## src/rtl/waitstate_pkg.sv

```systemverilog
package waitstate_pkg;

   typedef enum logic [1:0] {
      ACC_CPU_RD = 2'd0,
      ACC_CPU_WR = 2'd1,
      ACC_DMA_RD = 2'd2,
      ACC_DMA_WR = 2'd3
   } acc_kind_e;

   typedef enum logic [1:0] {
      RGN_FAST  = 2'd0,
      RGN_SLOW  = 2'd1,
      RGN_XSLOW = 2'd2
   } rgn_class_e;

   function automatic acc_kind_e make_kind(input logic is_dma, input logic is_wr);
      acc_kind_e k;
      case ({is_dma, is_wr})
         2'b00:   k = ACC_CPU_RD;
         2'b01:   k = ACC_CPU_WR;
         2'b10:   k = ACC_DMA_RD;
         default: k = ACC_DMA_WR;
      endcase
      return k;
   endfunction

   function automatic int max3(input int a, input int b, input int c);
      int m;
      m = (a > b) ? a : b;
      return (m > c) ? m : c;
   endfunction

endpackage

```

## src/rtl/waitstate_region_map.sv

```systemverilog
module waitstate_region_map
   import waitstate_pkg::*;
(
   input  logic [1:0] bank_sel,
   input  logic [7:0] page,
   input  logic       fast_rom,
   output rgn_class_e rgn
);

   rgn_class_e rom_speed;

   always_comb begin
      rom_speed = fast_rom ? RGN_FAST : RGN_SLOW;
      case (bank_sel)
         2'd1: rgn = RGN_SLOW;
         2'd3: rgn = rom_speed;
         default: begin
            if (page < 8'h20)       rgn = RGN_SLOW;
            else if (page < 8'h40)  rgn = RGN_FAST;
            else if (page < 8'h42)  rgn = RGN_XSLOW;
            else if (page < 8'h60)  rgn = RGN_FAST;
            else if (page < 8'h80)  rgn = RGN_SLOW;
            else if (bank_sel == 2'd0) rgn = RGN_SLOW;
            else                    rgn = rom_speed;
         end
      endcase
   end

endmodule

```

## src/rtl/waitstate_step_timer.sv

```systemverilog
module waitstate_step_timer
   import waitstate_pkg::*;
#(
   parameter int STEP_W     = 3,
   parameter int TAIL_STEPS = 2
) (
   input  logic              clk,
   input  logic              rst_n,
   input  logic              start,
   input  logic [STEP_W-1:0] start_steps,
   input  acc_kind_e         start_kind,
   output logic              busy,
   output logic              done,
   output logic              strobe
);

   localparam logic [STEP_W-1:0] LAST_STEP   = STEP_W'(1);
   localparam logic [STEP_W-1:0] SPLIT_STEP  = STEP_W'(TAIL_STEPS + 1);

   logic [STEP_W-1:0] left_q;
   acc_kind_e         kind_q;
   logic              busy_q, done_q, strobe_q;
   logic              at_last, at_split;

   assign at_last  = (left_q == LAST_STEP);
   assign at_split = (left_q == SPLIT_STEP);

   always_ff @(posedge clk or negedge rst_n) begin
      if (!rst_n) begin
         left_q   <= '0;
         kind_q   <= ACC_CPU_RD;
         busy_q   <= 1'b0;
         done_q   <= 1'b0;
         strobe_q <= 1'b0;
      end else begin
         done_q   <= 1'b0;
         strobe_q <= 1'b0;
         if (busy_q) begin
            left_q   <= left_q - LAST_STEP;
            busy_q   <= !at_last;
            done_q   <= at_last;
            strobe_q <= ((kind_q == ACC_CPU_RD) && at_split) ||
                        ((kind_q == ACC_DMA_RD) && at_last);
         end else if (start) begin
            busy_q <= 1'b1;
            left_q <= start_steps;
            kind_q <= start_kind;
         end
      end
   end

   assign busy   = busy_q;
   assign done   = done_q;
   assign strobe = strobe_q;


   wr_no_strobe_chk: assert property (@(posedge clk) disable iff (!rst_n)
      strobe_q |-> (kind_q == ACC_CPU_RD || kind_q == ACC_DMA_RD));


   done_single_chk: assert property (@(posedge clk) disable iff (!rst_n)
      done_q |=> !done_q);


   done_idle_chk: assert property (@(posedge clk) disable iff (!rst_n)
      done_q |-> !busy_q);

endmodule

```

## src/rtl/waitstate_mclk_ctr.sv

```systemverilog
module waitstate_mclk_ctr #(
   parameter int W    = 16,
   parameter int STEP = 2
) (
   input  logic         clk,
   input  logic         rst_n,
   input  logic         adv,
   output logic [W-1:0] count
);

   localparam logic [W-1:0] INC = W'(STEP);

   logic [W-1:0] cnt_q;

   always_ff @(posedge clk or negedge rst_n) begin
      if (!rst_n)   cnt_q <= '0;
      else if (adv) cnt_q <= cnt_q + INC;
   end

   assign count = cnt_q;


   mclk_step_chk: assert property (@(posedge clk) disable iff (!rst_n)
      adv |=> cnt_q == W'($past(cnt_q) + INC));


   mclk_hold_chk: assert property (@(posedge clk) disable iff (!rst_n)
      !adv |=> $stable(cnt_q));

endmodule

```

## src/rtl/waitstate_gen.sv

```systemverilog
module waitstate_gen
   import waitstate_pkg::*;
#(
   parameter int MCLK_W      = 16,
   parameter int MCLK_STEP   = 2,
   parameter int FAST_MCLKS  = 6,
   parameter int SLOW_MCLKS  = 8,
   parameter int XSLOW_MCLKS = 12,
   parameter int DMA_MCLKS   = 4,
   parameter int TAIL_MCLKS  = 4,
   parameter int LEN_W       = 4
) (
   input  logic              clk,
   input  logic              rst_n,
   input  logic              req_valid,
   input  logic [23:0]       req_addr,
   input  logic              req_write,
   input  logic              req_dma,
   input  logic              fast_rom_en,
   output logic              busy,
   output logic [LEN_W-1:0]  access_mclks,
   output logic              sample_strobe,
   output logic              done,
   output logic [MCLK_W-1:0] mclk_count
);

   localparam int MAX_MCLKS  = max3(FAST_MCLKS, SLOW_MCLKS, XSLOW_MCLKS) > DMA_MCLKS ?
                               max3(FAST_MCLKS, SLOW_MCLKS, XSLOW_MCLKS) : DMA_MCLKS;
   localparam int MIN_CPU    = (FAST_MCLKS < SLOW_MCLKS) ?
                               ((FAST_MCLKS < XSLOW_MCLKS) ? FAST_MCLKS : XSLOW_MCLKS) :
                               ((SLOW_MCLKS < XSLOW_MCLKS) ? SLOW_MCLKS : XSLOW_MCLKS);
   localparam int MAX_STEPS  = MAX_MCLKS / MCLK_STEP;
   localparam int STEP_W     = $clog2(MAX_STEPS + 1);
   localparam int TAIL_STEPS = TAIL_MCLKS / MCLK_STEP;

   generate
      if (MCLK_STEP < 1)
         begin : g_bad_step  $error("MCLK_STEP must be positive"); end
      if ((FAST_MCLKS % MCLK_STEP) != 0 || (SLOW_MCLKS % MCLK_STEP) != 0 ||
          (XSLOW_MCLKS % MCLK_STEP) != 0 || (DMA_MCLKS % MCLK_STEP) != 0 ||
          (TAIL_MCLKS % MCLK_STEP) != 0)
         begin : g_bad_div   $error("access lengths must be multiples of MCLK_STEP"); end
      if (MIN_CPU <= TAIL_MCLKS)
         begin : g_bad_tail  $error("every CPU length must exceed the read tail"); end
      if (DMA_MCLKS < MCLK_STEP)
         begin : g_bad_dma   $error("DMA length must cover at least one step"); end
      if ((1 << LEN_W) <= MAX_MCLKS)
         begin : g_bad_lenw  $error("LEN_W too narrow for the longest access"); end
      if (MCLK_W < $clog2(MCLK_STEP + 1))
         begin : g_bad_mclkw $error("MCLK_W too narrow for one step"); end
   endgenerate

   rgn_class_e         rgn;
   logic               accept;
   logic [LEN_W-1:0]   sel_mclks;
   logic [STEP_W-1:0]  sel_steps;
   logic [LEN_W-1:0]   len_q;
   logic               unused_addr_bits;

   assign unused_addr_bits = ^{req_addr[21:16], req_addr[7:0]};

   waitstate_region_map u_map (
      .bank_sel (req_addr[23:22]),
      .page     (req_addr[15:8]),
      .fast_rom (fast_rom_en),
      .rgn      (rgn)
   );

   always_comb begin
      if (req_dma) begin
         sel_mclks = LEN_W'(DMA_MCLKS);
      end else begin
         case (rgn)
            RGN_FAST:  sel_mclks = LEN_W'(FAST_MCLKS);
            RGN_XSLOW: sel_mclks = LEN_W'(XSLOW_MCLKS);
            default:   sel_mclks = LEN_W'(SLOW_MCLKS);
         endcase
      end
      sel_steps = STEP_W'(int'(sel_mclks) / MCLK_STEP);
   end

   assign accept = req_valid && !busy;

   always_ff @(posedge clk or negedge rst_n) begin
      if (!rst_n)      len_q <= '0;
      else if (accept) len_q <= sel_mclks;
   end

   waitstate_step_timer #(
      .STEP_W     (STEP_W),
      .TAIL_STEPS (TAIL_STEPS)
   ) u_timer (
      .clk         (clk),
      .rst_n       (rst_n),
      .start       (accept),
      .start_steps (sel_steps),
      .start_kind  (make_kind(req_dma, req_write)),
      .busy        (busy),
      .done        (done),
      .strobe      (sample_strobe)
   );

   waitstate_mclk_ctr #(
      .W    (MCLK_W),
      .STEP (MCLK_STEP)
   ) u_mclk (
      .clk   (clk),
      .rst_n (rst_n),
      .adv   (busy),
      .count (mclk_count)
   );

   assign access_mclks = len_q;


   hold_len_chk: assert property (@(posedge clk) disable iff (!rst_n)
      busy |=> $stable(access_mclks));


   len_legal_chk: assert property (@(posedge clk) disable iff (!rst_n)
      busy |-> (access_mclks == LEN_W'(FAST_MCLKS) || access_mclks == LEN_W'(SLOW_MCLKS) ||
                access_mclks == LEN_W'(XSLOW_MCLKS) || access_mclks == LEN_W'(DMA_MCLKS)));


   accept_starts_chk: assert property (@(posedge clk) disable iff (!rst_n)
      (req_valid && !busy) |=> busy);

endmodule

```

## config.mk

```make
export PLATFORM = sky130hd
export DESIGN_NAME = waitstate_gen
export DESIGN_NICKNAME = d
export VERILOG_FILES = /design/src/rtl/waitstate_pkg.sv /design/src/rtl/waitstate_region_map.sv /design/src/rtl/waitstate_step_timer.sv /design/src/rtl/waitstate_mclk_ctr.sv /design/src/rtl/waitstate_gen.sv
export SDC_FILE = /design/constraint.sdc
export NUM_CORES = 1
export LEC_CHECK = 0
export ABC_CLOCK_PERIOD_IN_PS = 1380
export BUFFER_PORTS_ARGS = -buffer_cell sky130_fd_sc_hd__buf_2
export CAP_MARGIN = 30
export CORE_ASPECT_RATIO = 0.7
export CORE_MARGIN = 3
export CORE_UTILIZATION = 35
export DETAILED_ROUTE_END_ITERATION = 8
export SYNTH_ARGS = -nofsm -noshare
export SYNTH_HDL_FRONTEND = slang
export SYNTH_SLANG_ARGS = --single-unit
export TNS_END_PERCENT = 100
```

## constraint.sdc

```tcl
create_clock -name clk -period 1.38 [get_ports clk]
set_input_delay 0.345 -clock clk [delete_from_list [all_inputs] [get_ports clk]]
set_output_delay 0.345 -clock clk [all_outputs]
set_load 0.05 [all_outputs]
```

Word level (Yosys, flattened, before mapping)
Index checks and enable logic that the tools add are counted.
{"block": "totals", "regBits": 28, "input_bits": 30, "out_inout_bits": 23, "wordCells": 52}
{"block": "classes", "addsub": 2, "n_lt_le_gt_ge": 5, "eq_ne": 8, "n_mux": 17, "bitwise": 1, "reduce_logical": 12}
{"operator": "8-bit by 7-bit less-than comparator with 1-bit output (second input constant)", "count": 3}
{"operator": "16-bit by 2-bit adder with 16-bit output (second input constant)", "count": 1}
{"operator": "2-bit two-way mux", "count": 6}
{"operator": "2-bit == test (second input constant)", "count": 4}
{"operator": "2-bit logical NOT", "count": 4}
{"operator": "8-bit by 6-bit less-than comparator with 1-bit output (second input constant)", "count": 1}
{"operator": "8-bit less-than comparator (second input constant)", "count": 1}
{"operator": "4-bit case mux with 2 select lines", "count": 1}
{"operator": "3-bit two-way mux", "count": 2}
{"operator": "2-bit case mux with 3 select lines", "count": 1}
{"operator": "1-bit two-way mux", "count": 5}
{"operator": "2-bit by 1-bit == test with 1-bit output (second input constant)", "count": 2}
{"operator": "4-bit two-way mux", "count": 1}
{"operator": "2-bit case mux with 2 select lines", "count": 1}
{"operator": "3-bit by 1-bit == test with 1-bit output (second input constant)", "count": 1}
{"operator": "3-bit by 2-bit == test with 1-bit output (second input constant)", "count": 1}
{"operator": "1-bit logical AND", "count": 3}
{"operator": "3-bit by 1-bit subtractor with 3-bit output (second input constant)", "count": 1}
{"operator": "1-bit logical NOT", "count": 2}
{"operator": "2-bit AND reduction", "count": 1}
{"operator": "2-bit nonzero test", "count": 1}
{"operator": "1-bit logical OR", "count": 1}
{"operator": "1-bit inverter", "count": 1}

Logic depth before layout (Yosys ltp)
Gate-level depths: netlist (run 1).
{"block": "logic_depth", "word_depth": 13, "ltp_mapped": 5, "depth_no_buf": 5}

Cells and area by module
A second synthesis (run 1) with hierarchy kept.
{"block": "unflattened", "cells_unflattened": 108, "hier_area_um2": 1302.5}
{"mod": "waitstate_mclk_ctr", "n_inst": 1, "cells_each": 59, "area_each_um2": 703.2, "seq_area_each_um2": 375.4}
{"mod": "waitstate_step_timer", "n_inst": 1, "cells_each": 29, "area_each_um2": 389.1, "seq_area_each_um2": 200.2}
{"mod": "waitstate_gen", "n_inst": 1, "cells_each": 14, "area_each_um2": 166.4, "seq_area_each_um2": 75.1}
{"mod": "waitstate_region_map", "n_inst": 1, "cells_each": 6, "area_each_um2": 43.8, "seq_area_each_um2": 0.0}

Worst setup path before layout (run 1)
Ideal clock, no wire load.
{"block": "synth_path", "path_kind": "register -> register", "startpoint": "reg u_mclk.cnt_q[5] (netlist: u_mclk.count[5])", "endpoint": "reg u_mclk.cnt_q[15] (netlist: u_mclk.count[15])", "setup_ns": 0.140, "arrival_time_ns": 1.424, "required_ns": 1.240, "slack_ns": -0.184, "path_stages_with_launch": 5, "n_path_buf": 0, "period_less_slack_ns": 1.564, "path_cell_list": "dfrtp_1 nand4_4 nor3_4 nand4_1 xnor2_1"}
{"block": "synth_between", "elab_chain_len": 1}
{"element": "start, declared", "line": "waitstate_mclk_ctr.sv:13", "text": "logic [W-1:0] cnt_q;"}
{"element": "start signal, assigned", "line": "waitstate_mclk_ctr.sv:17", "text": "else if (adv) cnt_q <= cnt_q + INC;"}
{"element": "16-bit by 2-bit adder with 16-bit output", "line": "waitstate_mclk_ctr.sv:17"}
Every way passes these cells.
A chain may end at the register's enable or synchronous reset.

Final worst setup path (run 1)
{"block": "layout_path", "startpoint": "reg u_mclk.cnt_q[6] (netlist: u_mclk.count[6])", "endpoint": "out mclk_count[6]"}
{"element": "end, declared", "line": "waitstate_gen.sv:24", "text": "output logic [MCLK_W-1:0] mclk_count"}
No word-level cell between the ends.

==> results of run 1 <==
[registers in the layout (all words and copies together) (netlist names)]
signal and count:
u_mclk.count 15, access_mclks 3, u_timer.left_q 3, u_timer.kind_q 2, u_timer.busy 1, u_timer.done 1
u_timer.strobe 1
[repair_timing]
action	4_1_cts	5_1_grt
gates resized for setup	0	3
endpoints found under the setup margin	0	5
endpoints found under the hold margin	0	0
[through the flow]
stage | util (%) | std cells
final | 47.1 | 194
after global routing | 47.1 | 194
after CTS | 46.8 | 194
after detailed placement | 45.4 | 190
after global placement | 45.4 | 190
after floorplan | - | 109
[final timing paths]
check	from	end	slack [ps]	cells after the start
setup reg to reg	u_timer.busy$_DFF_PN0_	u_mclk.count[8]$_DFFE_PN0P_	150	4
max in group asynchronous	rst_n	u_mclk.count[12]$_DFFE_PN0P_	910	1
hold reg to reg	u_timer.kind_q[0]$_DFFE_PN0P_	u_timer.strobe$_DFF_PN0_	440	1
min in group clk	req_write	u_timer.kind_q[0]$_DFFE_PN0P_	310	2
hold / removal	rst_n	u_mclk.count[11]$_DFFE_PN0P_	70	1
setup / recovery	u_mclk.count[6]$_DFFE_PN0P_	mclk_count[6]	60	1
[layer usage]
layer  vias up  track usage (%)
met5         -                0
met4         0             2.84
met3         0             3.75
met2        32             18.7
met1       436             15.5
li1        447                -
[power groups by stage]
stage / Combinational, mW / Clock, mW / Sequential (mW)
final: 1.49 / 0.426 / 1.32
after global routing: 1.63 / 0.485 / 1.37
after CTS: 1.50 / 0.447 / 1.32
after detailed placement: 1.49 / 0 / 1.33
after global placement: 1.46 / 0 / 1.32
after floorplan: 0.535 / 0 / 1.91
[cell type report]
cell class                      count  area (µm²)
Sequential cell                    26         667
Timing Repair Buffer               38         200
Inverter                            4        15.0
Multi-Input combinational cell     75         546
Fill cell                         306        1720
Tap cell                           47        58.8
Clock buffer                        4        45.0
[Yosys cell counts (2+ instances only)]
cell type / count / area (µm²)
dfrtp_1: 26 / 651
xnor2_1: 13 / 114
nand2_1: 10 / 37.5
nor2_1: 6 / 22.5
o21ai_0: 5 / 25.0
ha_1: 4 / 50.1
inv_1: 4 / 15.0
nand3_1: 4 / 20.0
mux2_2: 3 / 33.8
nand4_1: 3 / 18.8
xor2_1: 3 / 26.3
a21oi_1: 2 / 10.0
and3_1: 2 / 12.5
buf_4: 2 / 15.0
mux2i_1: 2 / 20.0
nand2b_1: 2 / 12.5
nor4b_1: 2 / 17.5
[cell families after synthesis]
logic type	synth area share, %
muxes	4.39
and+or+nand+nor	17.2
AOI/OAI and AO/OA	6.33
DFF	53.1
other	0.306
adders and majority gates	4.08
buffers and inverters	3.16
xor gates and xnor gates	11.4
[placed cells by master (no fill, tap or decap), types with 2 or more instances in the layout]
cell type and count:
nor2_1 6, a21oi_1 2, nand2_1 10, mux2i_1 2, ha_1 4, buf_4 3
nand4_1 3, conb_1 2, nor4b_1 2, dfrtp_2 13, dfrtp_1 13, xor2_1 3
inv_1 4, o21ai_0 5, nand3_1 4, buf_2 34, nand2b_1 2, xnor2_1 13
mux2_2 3, clkbuf_8 3
==> results.sh, run 1 <==
export IMPL_grt_pass1_vias=878
export IMPL_cts_buffer_depth=2
export IMPL_syn_avg_cell_area_um2=11.4
export IMPL_ant_nets=0
export IMPL_relSlewSlack_pct=62.5
export IMPL_drive_above_1_share_pct=42.2
export IMPL_die_w_um=76.7
export IMPL_cts_tree="done"
export IMPL_synth_seq_cells=26
export IMPL_rsz0062_at_grt="false"
export IMPL_synth_main_ff_cell="dfrtp_1"
export IMPL_h_tree_depth=1
export IMPL_root_buffer="clkbuf_8"
export IMPL_die_h_um=55.5
export IMPL_p_clk_share_pct=13.1
export IMPL_p_int_mw=1.74
export IMPL_core_um2=3250
export IMPL_row_count=17
export IMPL_crit_path_cell_trace="buf_2"
export IMPL_met3_length_um=150
export IMPL_design_area_um2=1530
export IMPL_drt_vias_per_instance=4.72
export IMPL_dp_slack_ps=73.7
export IMPL_grt_usage_pct=11.7
export IMPL_grt_overflow=0
export IMPL_dp_hpwl_mm=1.78
export IMPL_cp_arrival_ps=970
export IMPL_grt_pass1_wl_mm=4.06
export IMPL_finalSetupViolations=0
export IMPL_ys_warn_count=0
export IMPL_finalSetupTns_ps=0
export IMPL_async_reset_ff_share_pct=100
export IMPL_seq_power_share_pct=40.8
export IMPL_critPathRequiredTime_ps=1030
export IMPL_synth_edf_count=0
export IMPL_p_total_mw=3.24
export IMPL_p_switching_mw=1.50
export IMPL_antenna_cells=0
export IMPL_ioPinCount=53
export IMPL_fin_crit_ps=1320
export IMPL_critPathSlowestCell="dfrtp_2"
export IMPL_clk_latency_ps=260
export IMPL_path_class="register to output port"
export IMPL_post_dp_cell_area_um2=1480
export IMPL_gp_congestion=0.750
export IMPL_synth_seq_area_share_pct=53.1
export IMPL_fin_ws_ps=60.6
export IMPL_hold_buffers=0
export IMPL_grt_start_max_net_pins=27
export IMPL_post_cts_buffers=0
export IMPL_crit_fanout=5
export IMPL_drv_slew=0
export IMPL_path_delay_family="flip-flops"
export IMPL_clock_fmax_mhz=758
export IMPL_synth_distinct_cells=32
export IMPL_synthCells=108
export IMPL_drt_total_wl_mm=2.29
export IMPL_swShare_pct=46.2
export IMPL_syn_area_um2=1230
export IMPL_dr_total_vias=915
export IMPL_critPathBufInv=1
export IMPL_holdWs_ps=66.1
export IMPL_hold_path_class="input pin to async pin"
export IMPL_firstDrtPassIters=4
export IMPL_route_detailed_drc=0
export IMPL_finalHoldViolations=0
export IMPL_numCtsBuffers=3
export IMPL_met1_length_mm=1.04
export IMPL_vdd_drop_max_v=0.000812
export IMPL_top_layer="met3"
export IMPL_maxCapViolCount=0
export IMPL_cts_sinks=26
export IMPL_start_util_pct=37.7
export IMPL_static_leakage_power_nw=0.750
export IMPL_dieArea_um2=4260
export IMPL_routed_wl_met2_mm=1.10
export IMPL_status="complete, no violations"
export IMPL_area_delta_synth_final_pct=24.9
export IMPL_end_kind="output port"
export IMPL_clk_pin_slew_ps=80
export IMPL_finClkSkew_ps=3.55
export IMPL_antenna_found_initial=0
export IMPL_fin_crit_sh_pct=95.6
export IMPL_slowest_delay_ps=430
export IMPL_p_per_area_nw_per_um2=2120
export IMPL_combPwrFrac_pct=46.1
export IMPL_worst_setup_path_start_kind="register"
export IMPL_portBuffers=35
export IMPL_fin_nets=182
export IMPL_worst_pin_slew_ps=563
export IMPL_drt_iter0_drc=61
export IMPL_wire_per_inst_um=11.8
Note: power is estimated with default switching activity, not from simulation.
==> inputs of run 2 (changes only) <==
Settings changed: ABC_AREA from default to 1, SLEW_MARGIN from default to 20.
==> run 2 against run 1 <==
Die area is 12% higher. Worst hold slack better by 200 ps. Critical endpoint is now mclk_count[1]. Wire length is 20% higher.
==> results.sh, run 2 <==
export IMPL_syn_avg_cell_area_um2=8.39
export IMPL_core_um2=3670
export IMPL_start_util_pct=37.9
export IMPL_grt_start_max_net_pins=17
export IMPL_slowest_delay_ps=490
export IMPL_ys_warn_count=0
export IMPL_path_class="register to output port"
export IMPL_final_common_cell="nand2_1"
export IMPL_die_w_um=81.4
export IMPL_yosysMostFrequentCell="nand2_1"
export IMPL_synthTopCellsByCount="nand2_1, dfrtp_1, inv_1"
export IMPL_portBuffers=35
export IMPL_drt_iter0_drc=36
export IMPL_clk_latency_ps=270
export IMPL_drv_slew=0
export IMPL_finalSetupViolations=0
export IMPL_ioPinCount=53
export IMPL_synth_main_ff_cell="dfrtp_1"
export IMPL_met1_length_mm=1.44
export IMPL_cts_tree="done"
export IMPL_dp_hpwl_mm=2.16
export IMPL_finClkSkew_ps=4.01
export IMPL_worst_setup_path_start_kind="register"
export IMPL_area_delta_synth_final_pct=28.9
export IMPL_dieArea_um2=4780
export IMPL_yosysTopAreaCell="dfrtp_1"
export IMPL_p_per_area_nw_per_um2=2030
export IMPL_reg2reg_slack_ps=40
export IMPL_grt_overflow=0
export IMPL_finalHoldViolations=0
export IMPL_row_count=18
export IMPL_synth_area_leaders="dfrtp_1, nand2_1, inv_1"
export IMPL_drt_total_wl_mm=2.74
export IMPL_critPathSlowestCell="dfrtp_4"
export IMPL_grt_pass1_wl_mm=4.61
export IMPL_gp_congestion=0.798
export IMPL_die_h_um=58.8
export IMPL_final_cell_mix="nand2_1, buf_2, inv_1"
export IMPL_static_leakage_power_nw=0.963
export IMPL_maxCapViolCount=0
export IMPL_synth_top_area_share_pct=46.7
export IMPL_clock_fmax_mhz=731
export IMPL_vdd_drop_max_v=0.00104
export IMPL_cts_sinks=26
export IMPL_post_dp_cell_area_um2=1660
export IMPL_drive_above_1_share_pct=34.6
export IMPL_root_buffer="clkbuf_8"
export IMPL_top_layer="met4"
export IMPL_routed_wl_met2_mm=1.16
export IMPL_largest_reg_flops=15
export IMPL_clk_pin_slew_ps=80
export IMPL_critPathRequiredTime_ps=1030
export IMPL_grt_pass1_vias=1027
export IMPL_ant_nets=0
export IMPL_antenna_cells=0
export IMPL_drt_vias_per_instance=4.28
export IMPL_met3_length_um=110
export IMPL_fin_crit_sh_pct=99.2
export IMPL_synth_seq_cells=26
export IMPL_cp_arrival_ps=1020
export IMPL_end_kind="output port"
export IMPL_wire_per_inst_um=10.5
export IMPL_async_reset_ff_share_pct=100
export IMPL_synth_edf_count=0
export IMPL_numCtsBuffers=3
export IMPL_dr_total_vias=1117
export IMPL_synthCells=166
export IMPL_firstDrtPassIters=4
export IMPL_final_core_util_pct=48.9
export IMPL_hold_path_class="input pin to register"
export IMPL_rsz0062_at_grt="true"
export IMPL_grt_usage_pct=12.5
export IMPL_antenna_found_initial=0
export IMPL_status="complete, no violations"
export IMPL_fin_nets=246
export IMPL_h_tree_depth=1
export IMPL_synth_distinct_cells=26
export IMPL_cts_buffer_depth=2
export IMPL_crit_path_cell_trace="buf_6 > buf_8"
export IMPL_design_area_um2=1800
export IMPL_hold_depth=3
export IMPL_synth_seq_area_share_pct=46.7
export IMPL_crit_fanout=2
export IMPL_syn_area_um2=1390
export IMPL_route_detailed_drc=0
export IMPL_reg2regPathDepth=9
export IMPL_fin_crit_ps=1370
[run 2: cell count changes after synthesis, moves of 3 or more]
cell	before	now
a21oi_1	2	7
inv_1	4	23
mux2_2	3	0
nand2_1	10	43
nand2_2	0	3
nand3_1	4	8
nand3b_1	0	3
nor2_1	6	18
nor2_4	0	3
o21ai_0	5	1
xnor2_1	13	1
xor2_1	3	8
[run 2: power by group]
group          internal [mW]  total, mW  leakage [nW]  switching [mW]
sequential              1.05       1.34         0.321           0.287
combinational          0.608       1.83         0.613            1.22
clock                  0.255      0.476        0.0288           0.221
total                   1.91       3.64         0.963            1.73
[run 2: area by class of cell]
type                       instances  area [µm²]
fill                             373        1880
sequential                        26         663
multi-input combinational        114         657
timing repair buffer              43         268
inverter                          24        90.1
tap                               50        62.6
clock buffer                       4        55.1
[run 2: worst paths after layout]
kind / startpoint / end
hold / removal: req_write / u_timer.kind_q[0]$_DFFE_PN0P_
min in group asynchronous: rst_n / u_mclk.count[2]$_DFFE_PN0P_
max in group asynchronous: rst_n / u_mclk.count[11]$_DFFE_PN0P_
setup reg to reg: u_mclk.count[1]$_DFFE_PN0P_ / u_mclk.count[13]$_DFFE_PN0P_
hold reg to reg: access_mclks[2]$_DFFE_PN0P_ / access_mclks[2]$_DFFE_PN0P_
setup / recovery: u_mclk.count[1]$_DFFE_PN0P_ / mclk_count[1]
[run 2: worst max-delay path: cells and delay by family, from the launching register on]
| kind | cells | cell delay [ps] |
|---|---|---|
| buf+inv | 2 | 270 |
| flops | 1 | 490 |
[run 2: metrics by stage]
| stage | std cells | power [mW] | setup slack, ps | TNS [ps] | hold WS (ps) |
|---|---|---|---|---|---|
| CTS | 260 | 3.60 | -10.0 | -10.0 | 261 |
| detailed placement | 253 | 3.03 | 83.4 | 0 | 273 |
| finish | 261 | 3.64 | 11.6 | 0 | 266 |
| floorplan | 167 | 2.63 | 3.43 | 0 | 49.4 |
| global placement | 253 | 3.02 | 96.3 | 0 | 279 |
| global route | 261 | 3.93 | -29.2 | -62.9 | 274 |
[run 2: kinds of logic after synthesis]
group	count (synthesis)	share of synthesized area [%]
buf+inv	27	8.35
xor+xnor	9	5.66
compound gates	9	3.68
fa+ha+maj	4	3.59
other cells	1	0.269
flops	26	46.7
simple gates	90	31.7
[run 2: timing repair]
action,in CTS,in global routing
hold buffers,1,0
endpoints found under the setup margin,2,9
endpoints found under the hold margin,14,0
gates resized for setup,3,11
setup buffers,2,1
pin swaps,0,3
[run 2: per-layer routing]
layer | vias up | GRT usage (%)
li1 | 595 | -
met1 | 499 | 18.7
met2 | 21 | 17.6
met3 | 2 | 3.82
met4 | 0 | 2.89
met5 | - | 0
==> inputs of run 3 (changes only) <==
Settings changed: ABC_CLOCK_PERIOD_IN_PS 1380 to 1300.
Clock period 1.38 ns to 1.3 ns, I/O delays scaled along.
==> run 3 against run 2 <==
Wire length increased by 2.0%. Highest routed layer unchanged. Global-route usage about the same. Sequential cell count unchanged. Largest power group unchanged. Critical path type unchanged. Clock power increased by 6.5%.
==> results.sh, run 3 (same netlist as run 2, synthesis figures left out) <==
export IMPL_h_tree_depth=1
export IMPL_antenna_cells=0
export IMPL_routed_wl_met2_mm=1.21
export IMPL_drt_vias_per_instance=4.38
export IMPL_row_count=18
export IMPL_drt_total_wl_mm=2.80
export IMPL_crit_path_cell_trace="buf_4"
export IMPL_final_cell_mix="nand2_1, inv_1, buf_2"
export IMPL_clk_latency_ps=260
export IMPL_critPathBufInv=1
export IMPL_path_delay_family="flip-flops"
export IMPL_dr_total_vias=1147
export IMPL_dp_hpwl_mm=2.22
export IMPL_clk_pin_slew_ps=90
export IMPL_slowest_delay_ps=470
export IMPL_dieArea_um2=4780
export IMPL_status="complete, no violations"
export IMPL_path_class="register to output port"
export IMPL_holdCritStartpoint="req_write"
export IMPL_die_h_um=58.8
export IMPL_fin_ws_ps=27.5
export IMPL_clock_fmax_mhz=786
export IMPL_grt_pass1_vias=1023
export IMPL_drv_slew=0
export IMPL_cp_arrival_ps=950
export IMPL_start_util_pct=37.9
export IMPL_finalSetupViolations=0
export IMPL_register_area_um2=669
export IMPL_worst_setup_path_start_kind="register"
export IMPL_design_area_um2=1850
export IMPL_portBuffers=35
export IMPL_dp_slack_ps=44.1
export IMPL_numCtsBuffers=3
export IMPL_core_um2=3670
export IMPL_finalHoldViolations=0
export IMPL_post_dp_cell_area_um2=1700
export IMPL_reg2regPathDepth=6
export IMPL_critPathRequiredTime_ps=980
export IMPL_static_leakage_power_nw=0.975
export IMPL_fin_crit_sh_pct=97.9
export IMPL_fin_crit_ps=1270
export IMPL_wire_per_inst_um=10.7
export IMPL_finClkSkew_ps=5.20
export IMPL_fin_nets=247
export IMPL_largest_reg_flops=15
export IMPL_grt_overflow=0
export IMPL_grt_start_max_net_pins=17
export IMPL_met3_length_um=140
export IMPL_maxCapViolCount=0
export IMPL_final_common_cell="nand2_1"
export IMPL_r2r_end="u_mclk.count[11]$_DFFE_PN0P_"
export IMPL_drt_iter0_drc=36
export IMPL_area_delta_synth_final_pct=32.7
export IMPL_instances_no_fill=262
export IMPL_ant_nets=0
export IMPL_gp_congestion=0.768
export IMPL_rsz0062_at_grt="true"
export IMPL_grt_pass1_wl_mm=4.60
export IMPL_multi_input_area_um2=677
export IMPL_firstDrtPassIters=4
export IMPL_hold_path_class="input pin to register"
export IMPL_grt_usage_pct=12.6
export IMPL_met1_length_mm=1.42
export IMPL_drive_above_1_share_pct=36.8
export IMPL_critPathSlowestCell="dfrtp_2"
export IMPL_rr_startpoint="u_mclk.count[2]$_DFFE_PN0P_"
export IMPL_route_detailed_drc=0
export IMPL_cts_buffer_depth=2
export IMPL_ioPinCount=53
export IMPL_min_to="u_timer.kind_q[0]$_DFFE_PN0P_"
export IMPL_n_fill_cell=371
export IMPL_cts_sinks=26
export IMPL_antenna_found_initial=0
export IMPL_top_layer="met4"
export IMPL_dpl_cell_count=254
export IMPL_end_kind="output port"
export IMPL_finalSetupTns_ps=0
export IMPL_root_buffer="clkbuf_8"
export IMPL_cts_tree="done"
export IMPL_vdd_drop_max_v=0.00144
export IMPL_reg2reg_slack_ps=50
export IMPL_crit_fanout=6
export IMPL_hold_depth=3
export IMPL_p_per_area_nw_per_um2=2140
export IMPL_die_w_um=81.4
-- run 3: cell count changes in the layout (fill, tap and decap cells not counted), sizes merged --
cell,delta
buf,+1
-- run 3: what timing repair did --
item,CTS,global route
hold endpoints to repair,10,0
setup endpoints to repair,8,16
hold buffers,1,0
resized for setup,9,12
buffers inserted,3,0
pin swaps,0,0
-- run 3: cell type report --
cell class	count	area share (%)
multi-input combinational	114	36.6
sequential	26	36.2
timing repair buffer	44	15.9
inverter	24	4.87
tap	50	3.39
clock buffer	4	2.98
-- run 3: layer usage --
layer  up-vias  track usage (%)
met5         -                0
met4         0             2.89
met1       512             18.2
met3         2             3.82
met2        28             18.3
li1        605                -
-- run 3: how the worst max path moves through the flow --
stage | start | depth (start not counted) | to
final | u_mclk.count[4]$_DFFE_PN0P_ | 1 | mclk_count[4]
after global routing | u_mclk.count[2]$_DFFE_PN0P_ | 8 | u_mclk.count[13]$_DFFE_PN0P_
after CTS | u_mclk.count[13]$_DFFE_PN0P_ | 1 | mclk_count[13]
after detailed placement | u_mclk.count[1]$_DFFE_PN0P_ | 6 | u_mclk.count[11]$_DFFE_PN0P_
after global placement | u_mclk.count[1]$_DFFE_PN0P_ | 8 | u_mclk.count[13]$_DFFE_PN0P_
after floorplan | u_mclk.count[2]$_DFFE_PN0P_ | 6 | u_mclk.count[11]$_DFFE_PN0P_
-- run 3: through the flow --
stage | total power [mW] | utilization, % | hold slack (ps)
2_1_floorplan | 2.83 | - | 29.4
4_1_cts | 3.95 | 49.3 | 244
3_3_place_gp | 3.27 | 46.3 | 228
5_1_grt | 4.25 | 50.3 | 246
6_report | 3.95 | 50.3 | 253
3_5_place_dp | 3.29 | 46.3 | 230
-- run 3: power by group --
part / total (mW) / internal, mW / switching [mW]
logic: 2.03 / 0.691 / 1.33
clock network: 0.507 / 0.270 / 0.237
registers: 1.42 / 1.12 / 0.306
